`config.mk`:
```
export PLATFORM = sky130hd
export DESIGN_NAME = rank_filter_core
export DESIGN_NICKNAME = d
export VERILOG_FILES = /design/src/rtl/rf_pkg.sv /design/src/rtl/rf_cmp_bank.sv /design/src/rtl/rf_window.sv /design/src/rtl/rf_select.sv /design/src/rtl/rank_filter_core.sv
export SDC_FILE = /design/constraint.sdc
export NUM_CORES = 1
export LEC_CHECK = 0
export ABC_AREA = 1
export BUFFER_PORTS_ARGS = -buffer_cell sky130_fd_sc_hd__buf_2
export CORE_AREA = 2 2 146 148
export CTS_BUF_LIST = sky130_fd_sc_hd__clkbuf_2 sky130_fd_sc_hd__clkbuf_4 sky130_fd_sc_hd__clkbuf_8
export CTS_CLUSTER_DIAMETER = 150
export DETAILED_ROUTE_END_ITERATION = 6
export DIE_AREA = 0 0 148 150
export GPL_TIMING_DRIVEN = 0
export PLACE_DENSITY_LB_ADDON = 0.12
export SYNTH_ARGS = -nofsm -noshare
export SYNTH_HDL_FRONTEND = slang
export SYNTH_SLANG_ARGS = --single-unit
```
`constraint.sdc`:
```
create_clock -name clk -period 2.9 [get_ports clk]
set_input_delay 0.29 -clock clk [delete_from_list [all_inputs] [get_ports clk]]
set_output_delay 0.29 -clock clk [all_outputs]
set_load 0.01 [all_outputs]
```
`src/rtl/rf_pkg.sv`:
```
package rf_pkg;
  localparam int RF_TAP_DEFAULT = 9;
  localparam int RF_DW_DEFAULT  = 10;
endpackage

```
`src/rtl/rf_cmp_bank.sv`:
```
module rf_cmp_bank #(
  parameter int TAP = rf_pkg::RF_TAP_DEFAULT,
  parameter int DW  = rf_pkg::RF_DW_DEFAULT
) (
  input  logic [DW-1:0]     new_s,
  input  logic [TAP*DW-1:0] win_flat,
  output logic [TAP-2:0]    lt
);
  // lt[j]: arriving sample is strictly below the sample that moves into slot j
  for (genvar j = 0; j < TAP - 1; j++) begin : g_cmp
    assign lt[j] = new_s < win_flat[(j+1)*DW +: DW];
  end
endmodule

```
`src/rtl/rf_window.sv`:
```
module rf_window #(
  parameter int TAP = rf_pkg::RF_TAP_DEFAULT,
  parameter int DW  = rf_pkg::RF_DW_DEFAULT,
  parameter int CW  = $clog2(TAP)
) (
  input  logic              clk,
  input  logic              rst_n,
  input  logic              shift,
  input  logic [DW-1:0]     new_s,
  input  logic [TAP-2:0]    lt,
  output logic [TAP*DW-1:0] win_flat,
  output logic [TAP*CW-1:0] cnt_flat
);
  logic [DW-1:0]  dat [TAP];
  logic [TAP-1:0] row [TAP];
  logic [CW-1:0]  cnt [TAP];
  logic [CW-1:0]  new_cnt;

  // count of the newest entry: full sum of its fresh flags
  always_comb begin
    new_cnt = '0;
    for (int i = 0; i < TAP - 1; i++) new_cnt = new_cnt + CW'(!lt[i]);
  end

  for (genvar j = 0; j < TAP - 1; j++) begin : g_old
    always_ff @(posedge clk or negedge rst_n) begin
      if (!rst_n) begin
        dat[j] <= '0;
        row[j] <= '0;
        cnt[j] <= '0;
      end else if (shift) begin
        dat[j] <= dat[j+1];
        row[j] <= {lt[j], row[j+1][TAP-1:1]};
        cnt[j] <= cnt[j+1] - CW'(row[j+1][0]) + CW'(lt[j]);
      end
    end
  end

  always_ff @(posedge clk or negedge rst_n) begin
    if (!rst_n) begin
      dat[TAP-1] <= '0;
      row[TAP-1] <= '0;
      cnt[TAP-1] <= '0;
    end else if (shift) begin
      dat[TAP-1] <= new_s;
      row[TAP-1] <= {1'b0, ~lt};
      cnt[TAP-1] <= new_cnt;
    end
  end

  for (genvar j = 0; j < TAP; j++) begin : g_out
    assign win_flat[j*DW +: DW] = dat[j];
    assign cnt_flat[j*CW +: CW] = cnt[j];


    cnt_row_chk: assert property (@(posedge clk) disable iff (!rst_n)
      int'(cnt[j]) == $countones(row[j]));

    cnt_range_chk: assert property (@(posedge clk) disable iff (!rst_n)
      int'(cnt[j]) < TAP);
  end
endmodule

```
`src/rtl/rf_select.sv`:
```
module rf_select #(
  parameter int TAP = rf_pkg::RF_TAP_DEFAULT,
  parameter int CW  = $clog2(TAP)
) (
  input  logic [TAP*CW-1:0] cnt_flat,
  input  logic [CW-1:0]     rank,
  output logic [TAP-1:0]    hit,
  output logic [CW-1:0]     addr
);
  localparam logic [CW-1:0] TOP_RANK = CW'(TAP - 1);
  logic [CW-1:0] rk;

  assign rk = (rank > TOP_RANK) ? TOP_RANK : rank;

  for (genvar j = 0; j < TAP; j++) begin : g_hit
    assign hit[j] = cnt_flat[j*CW +: CW] == rk;
  end

  always_comb begin
    addr = '0;
    for (int j = 0; j < TAP; j++) if (hit[j]) addr = addr | CW'(j);
  end
endmodule

```
`src/rtl/rank_filter_core.sv`:
```
module rank_filter_core #(
  parameter int TAP = rf_pkg::RF_TAP_DEFAULT,
  parameter int DW  = rf_pkg::RF_DW_DEFAULT,
  parameter int CW  = $clog2(TAP)
) (
  input  logic          clk,
  input  logic          rst_n,
  input  logic          in_valid,
  output logic          in_ready,
  input  logic [DW-1:0] in_sample,
  input  logic [CW-1:0] rank,
  output logic          out_valid,
  input  logic          out_ready,
  output logic [CW-1:0] out_addr
);
  localparam int FW = $clog2(TAP + 1);

  logic [TAP-2:0]    lt;
  logic [TAP*DW-1:0] win_flat;
  logic [TAP*CW-1:0] cnt_flat;
  logic [TAP-1:0]    hit;
  logic [FW-1:0]     fill;
  logic              full, pend, take_in, take_out;

  assign full      = fill == FW'(TAP);
  assign out_valid = full && pend;
  assign in_ready  = !out_valid || out_ready;
  assign take_in   = in_valid && in_ready;
  assign take_out  = out_valid && out_ready;

  always_ff @(posedge clk or negedge rst_n) begin
    if (!rst_n) begin
      fill <= '0;
      pend <= 1'b0;
    end else begin
      if (take_in && !full) fill <= fill + FW'(1);
      if (take_in)       pend <= 1'b1;
      else if (take_out) pend <= 1'b0;
    end
  end

  rf_cmp_bank #(.TAP(TAP), .DW(DW)) u_cmp (
    .new_s(in_sample), .win_flat(win_flat), .lt(lt)
  );

  rf_window #(.TAP(TAP), .DW(DW), .CW(CW)) u_win (
    .clk(clk), .rst_n(rst_n), .shift(take_in), .new_s(in_sample),
    .lt(lt), .win_flat(win_flat), .cnt_flat(cnt_flat)
  );

  rf_select #(.TAP(TAP), .CW(CW)) u_sel (
    .cnt_flat(cnt_flat), .rank(rank), .hit(hit), .addr(out_addr)
  );


  hit_onehot_chk: assert property (@(posedge clk) disable iff (!rst_n)
    full |-> $countones(hit) == 1);

  stall_hold_chk: assert property (@(posedge clk) disable iff (!rst_n)
    out_valid && !out_ready |=> out_valid && $stable(win_flat));

  out_drop_chk: assert property (@(posedge clk) disable iff (!rst_n)
    $fell(out_valid) |-> $past(out_ready));

  no_early_chk: assert property (@(posedge clk) disable iff (!rst_n)
    out_valid |-> fill == FW'(TAP));
endmodule

```
After elaboration in Yosys (flattened, before gate mapping) --
Cells that the tools add are included. Widths: inputs -> output; s select.
Word-level totals: bits in registers 145, bits of input ports 18, output and inout port bits 6, logic and storage cells 93
Operators by class: add/sub/neg operators 22, bitwise gates (word level) 1, mux-type cells 11, magnitude comparators 9, equal/unequal tests 9, reduce and logical (&&, ||, !) cells 16
Operator list (count):
- $lt 10x10->1 | 8
- $add 4x1->4 | 13
- $eq 4x4->1 | 8
- $sub 4x1->4 | 7
- $mux 3 | 4
- $logic_not 1->1 | 10
- $mux 4 | 2
- $not 7->7 | 1
- $add 4x1->4 const B | 1
- $eq 4x4->1 const B | 1
- $gt 4x4->1 const B | 1
- $logic_and 1x1->1 | 4
- $mux 2 | 2
- $mux 1 | 3
- $add 1x1->2 | 1
- $reduce_bool 2->1 | 1
- $logic_or 1x1->1 | 1

Longest topological paths before layout --
word-level depth 11, depth in mapped cells 17, mapped depth without buffers 17

Modules after synthesis --
A second synthesis with hierarchy kept.
Second synthesis, totals: cell total of the unflattened synthesis 1324, area, all modules 10408.7 µm²
Modules (own cells, without submodules):
- rf_window | cells each 817, seq. area each 4053.9 µm², times used 1, area each 7365.8 µm²
- rf_cmp_bank | cells each 345, seq. area each 0.0 µm², times used 1, area each 2025.7 µm²
- rf_select | cells each 126, seq. area each 0.0 µm², times used 1, area each 734.5 µm²
- rank_filter_core | cells each 36, seq. area each 125.1 µm², times used 1, area each 282.8 µm²

Worst setup path after synthesis --
OpenSTA, ideal clock, no wires.
path kind register to register, start register u_win.dat (netlist bit u_win.win_flat[35]), end register u_win.cnt (netlist bit u_win.cnt_flat[33]), slack -0.302 ns, clock period less this slack 3.202 ns, stages on the path, launching flop included 17, path buffers 0, arrival 3.126 ns, required time 2.824 ns, path through dfrtp_1 inv_1 ha_1 nand2_1 inv_1 nand2_1 nand2_1 nand2_1 nand3_1 fa_1 inv_1 fa_1 inv_1 fa_1 inv_1 fa_1 o21ai_1
On the way: word-level cells in the longest chain between the ends 8
Ends and longest elaborated chain:
- start: declaration | RTL line rf_window.sv:14 | logic [DW-1:0] dat [TAP];
- start signal: indexed assignment | RTL line rf_window.sv:32 | dat[j] <= dat[j+1];
- $lt 10x10->1 | RTL line rf_cmp_bank.sv:11 | assign lt[j] = new_s < win_flat[(j+1)*DW +: DW];
- $logic_not 1->1 | RTL line rf_window.sv:22 | for (int i = 0; i < TAP - 1; i++) new_cnt = new_cnt + CW'(!lt[i]);
- $add 4x1->4 (6 in a row) | RTL line rf_window.sv:22
- end signal: indexed assignment | RTL line rf_window.sv:47 | cnt[TAP-1] <= new_cnt;
- end: declaration | RTL line rf_window.sv:16 | logic [CW-1:0] cnt [TAP];
Every way passes these cells. A chain may end at the register's enable or synchronous reset.

Worst setup path after layout --
start register u_win.dat (netlist bit u_win.win_flat[34]), end register u_win.cnt (netlist bit u_win.cnt_flat[33])
Same word-level chain as after synthesis.

==> out/results.ini <==
[setup_path]
worst-r2r-cell-count = 16
arrival_ps = 3680
start_kind = register
path_class = register to register
critPathMaxFanout = 2
critical_path.most_common_cell = inv_1
max_stage_delay_ps = 570
cp-end-kind = register
path_cells = inv_1, ha_1, nand2_1, inv_1, nand2_1, nand2_2, nand2_2, nand3_4, fa_1, inv_2, fa_1, inv_1, fa_2, inv_2, fa_2, o21ai_1
cp_data_required_time_ps = 3280
cp_slowest_cell = fa_1

[route]
drc = 0
wirelength_um = 22100
vias = 7410
drt-vias-per-instance = 4.85
dr.pass1.iters = 5
drtAntennaViolNets = 0
wl_per_cell_um = 14.5
drt_first_iter_violations = 324

[timing]
finalSetupViolations = 4
rsz0062_at_grt = true
final_hold_viol_count = 0
fin_skew_ps = 11.5
period_share = 1.14
maxSlewViolCount = 0
slew_headroom = 0.592
whs_ps = 135
setup_slack_ps = -405
worst_pin_slew_ps = 612
fmax_ghz = 0.303
post-route-min-period_ps = 3300

[final_layout]
diodes = 0
drive_above_1_share = 0.144
area_delta_synth_final_pct = 17.9
nets = 1374
fin_util = 0.518

[synth]
ys_seq_elements = 145
synth_area_um2 = 9080
ys_warn_count = 0
synth_ff_type = dfrtp_1
synth.distinct_cells = 29
synth.top_cell.area_share = 0.400
syn_area_per_cell_um2 = 7.92
synth.most_common_cell = nand2_1
yosysTopAreaCell = dfrtp_1
seq_area_frac_synth = 0.400
netlist_top_cells_area = dfrtp_1 40%, nand2_1 16%, ha_1 14%
synth_fp_nets = 1280
synth_commonest_cells = 382 x nand2_1, 187 x inv_1, 145 x dfrtp_1
async_flop_share = 1.00
synth_edf_count = 0
synth_cells = 1146

[clocking]
cts_made_buffers = 17
cts_tree = yes
clock_latency_ps = 450
cts.htree.levels = 4
clockBufferDepth = 2
cts_root_buf = clkbuf_8
clk_pin_slew_ps = 80
clock_sinks = 145

[floorplan]
coreArea_um2 = 20700
io_pins = 24
num_rows = 53
fp.dieH_um = 150
die_area_um2 = 22200
dieWidth_um = 148
start_util = 0.439

[global_routing]
antenna_found_initial = 0
grt_pass1_vias = 7485
grt_max_degree = 90
grt_pass1_wl_um = 37200
track_usage = 0.215
grt_overflow = 0

[placement]
portBuffers = 21
dpl.hpwl_um = 15800
routabilityCongestion = 0.778

[run]
cap_violations = 0

[hold_path]
hp-class = primary input to register
whs_path_depth = 3

[power]
ir_drop_mv = 0.367
p_per_area_nw_per_um2 = 880
leakagePower_nw = 5.57

[run_status]
violations = negative setup slack
status = finished, violations left

==> cell type report <==
cell class | instances | area (µm²)
Clock inverter | 12 | 229
Fill cell | 2037 | 9980
Multi-Input combinational cell | 777 | 4670
Clock buffer | 19 | 262
Buffer | 34 | 256
Inverter | 190 | 713
Sequential cell | 145 | 3630
Timing Repair Buffer | 75 | 607
Tap cell | 275 | 344
==> layout by cell type, fill, tap and decap left out, types with 28 or more instances in the layout <==
cell / synthesis / layout
buf_4: 3 / 37
nand3_1: 36 / 30
o21ai_1: 45 / 44
nand2_1: 382 / 375
dfrtp_1: 145 / 145
ha_1: 105 / 98
buf_2: 13 / 33
buf_6: 12 / 31
inv_1: 187 / 178
a21oi_1: 29 / 28
o21ai_0: 81 / 80
nor2_1: 45 / 40
==> routing by layer <==
metal  GRT usage  up-vias  part of all wire
li1            -     3751                 -
met5           0        -                 0
met4      0.0724        0             0.020
met3      0.0354       36             0.033
met2       0.372      106              0.48
met1       0.275     3517              0.47
==> worst max-delay path, delay by kind of cell (launching register included) <==
kind,cells,cell delay (ps)
DFF,1,380
adders and majority gates,5,2040
buffers and inverters,5,270
and+or+nand+nor,5,410
AOI/OAI and AO/OA,1,130
==> repair_timing <==
item | CTS | global route
buffers inserted | 54 | 9
setup endpoints to repair | 4 | 6
pin swaps | 11 | 9
hold buffers | 1 | 0
endpoints found under the hold margin | 56 | 0
gates resized for setup | 42 | 16
==> metrics by stage <==
step / instance area [µm²] / TNS [ps] / total power, W / instances / worst slack [ps]
2_1_floorplan: 9090 / -354 / 0.00601 / 1146 / -209
6_report: 10700 / -1070 / 0.00943 / 1527 / -405
5_1_grt: 10700 / -1570 / 0.0104 / 1527 / -538
4_1_cts: 10700 / -1270 / 0.00941 / 1529 / -381
3_3_place_gp: 9540 / -113940 / 0.00690 / 1442 / -789
3_5_place_dp: 9570 / -2130 / 0.00700 / 1443 / -674
==> final timing paths <==
path                               startpoint                 end  slack, ps
max                        u_win.win_flat[34]  u_win.cnt_flat[33]       -400
min                                  in_valid                pend        140
max reg2reg                u_win.win_flat[34]  u_win.cnt_flat[33]       -400
min reg2reg                      u_win.row[2]        u_win.row[2]        480
max in group asynchronous               rst_n  u_win.cnt_flat[16]       1690
min in group asynchronous               rst_n  u_win.win_flat[85]        370
==> sequential cells by signal (all words and copies together) (netlist names) <==
register,flops
u_win.row,28
u_win.win_flat,80
u_win.cnt_flat,32
fill,4
pend,1
==> kinds of logic (layout without fill, tap and decap cells) <==
family	after synthesis	in the layout	share of synthesized area
buf+inv	224	330	0.107
fa+ha+maj	116	116	0.169
xor+xnor	30	30	0.0289
simple gates	473	473	0.207
compound gates	158	158	0.0889
flops	145	145	0.400
==> report_power, final <==
group	internal [W]	leakage, nW	switching, W
logic	0.00193	3.50	0.00236
clock network	0.00116	0.235	0.000816
registers	0.00266	1.83	0.000498
(Power assumes the default switching activity.)
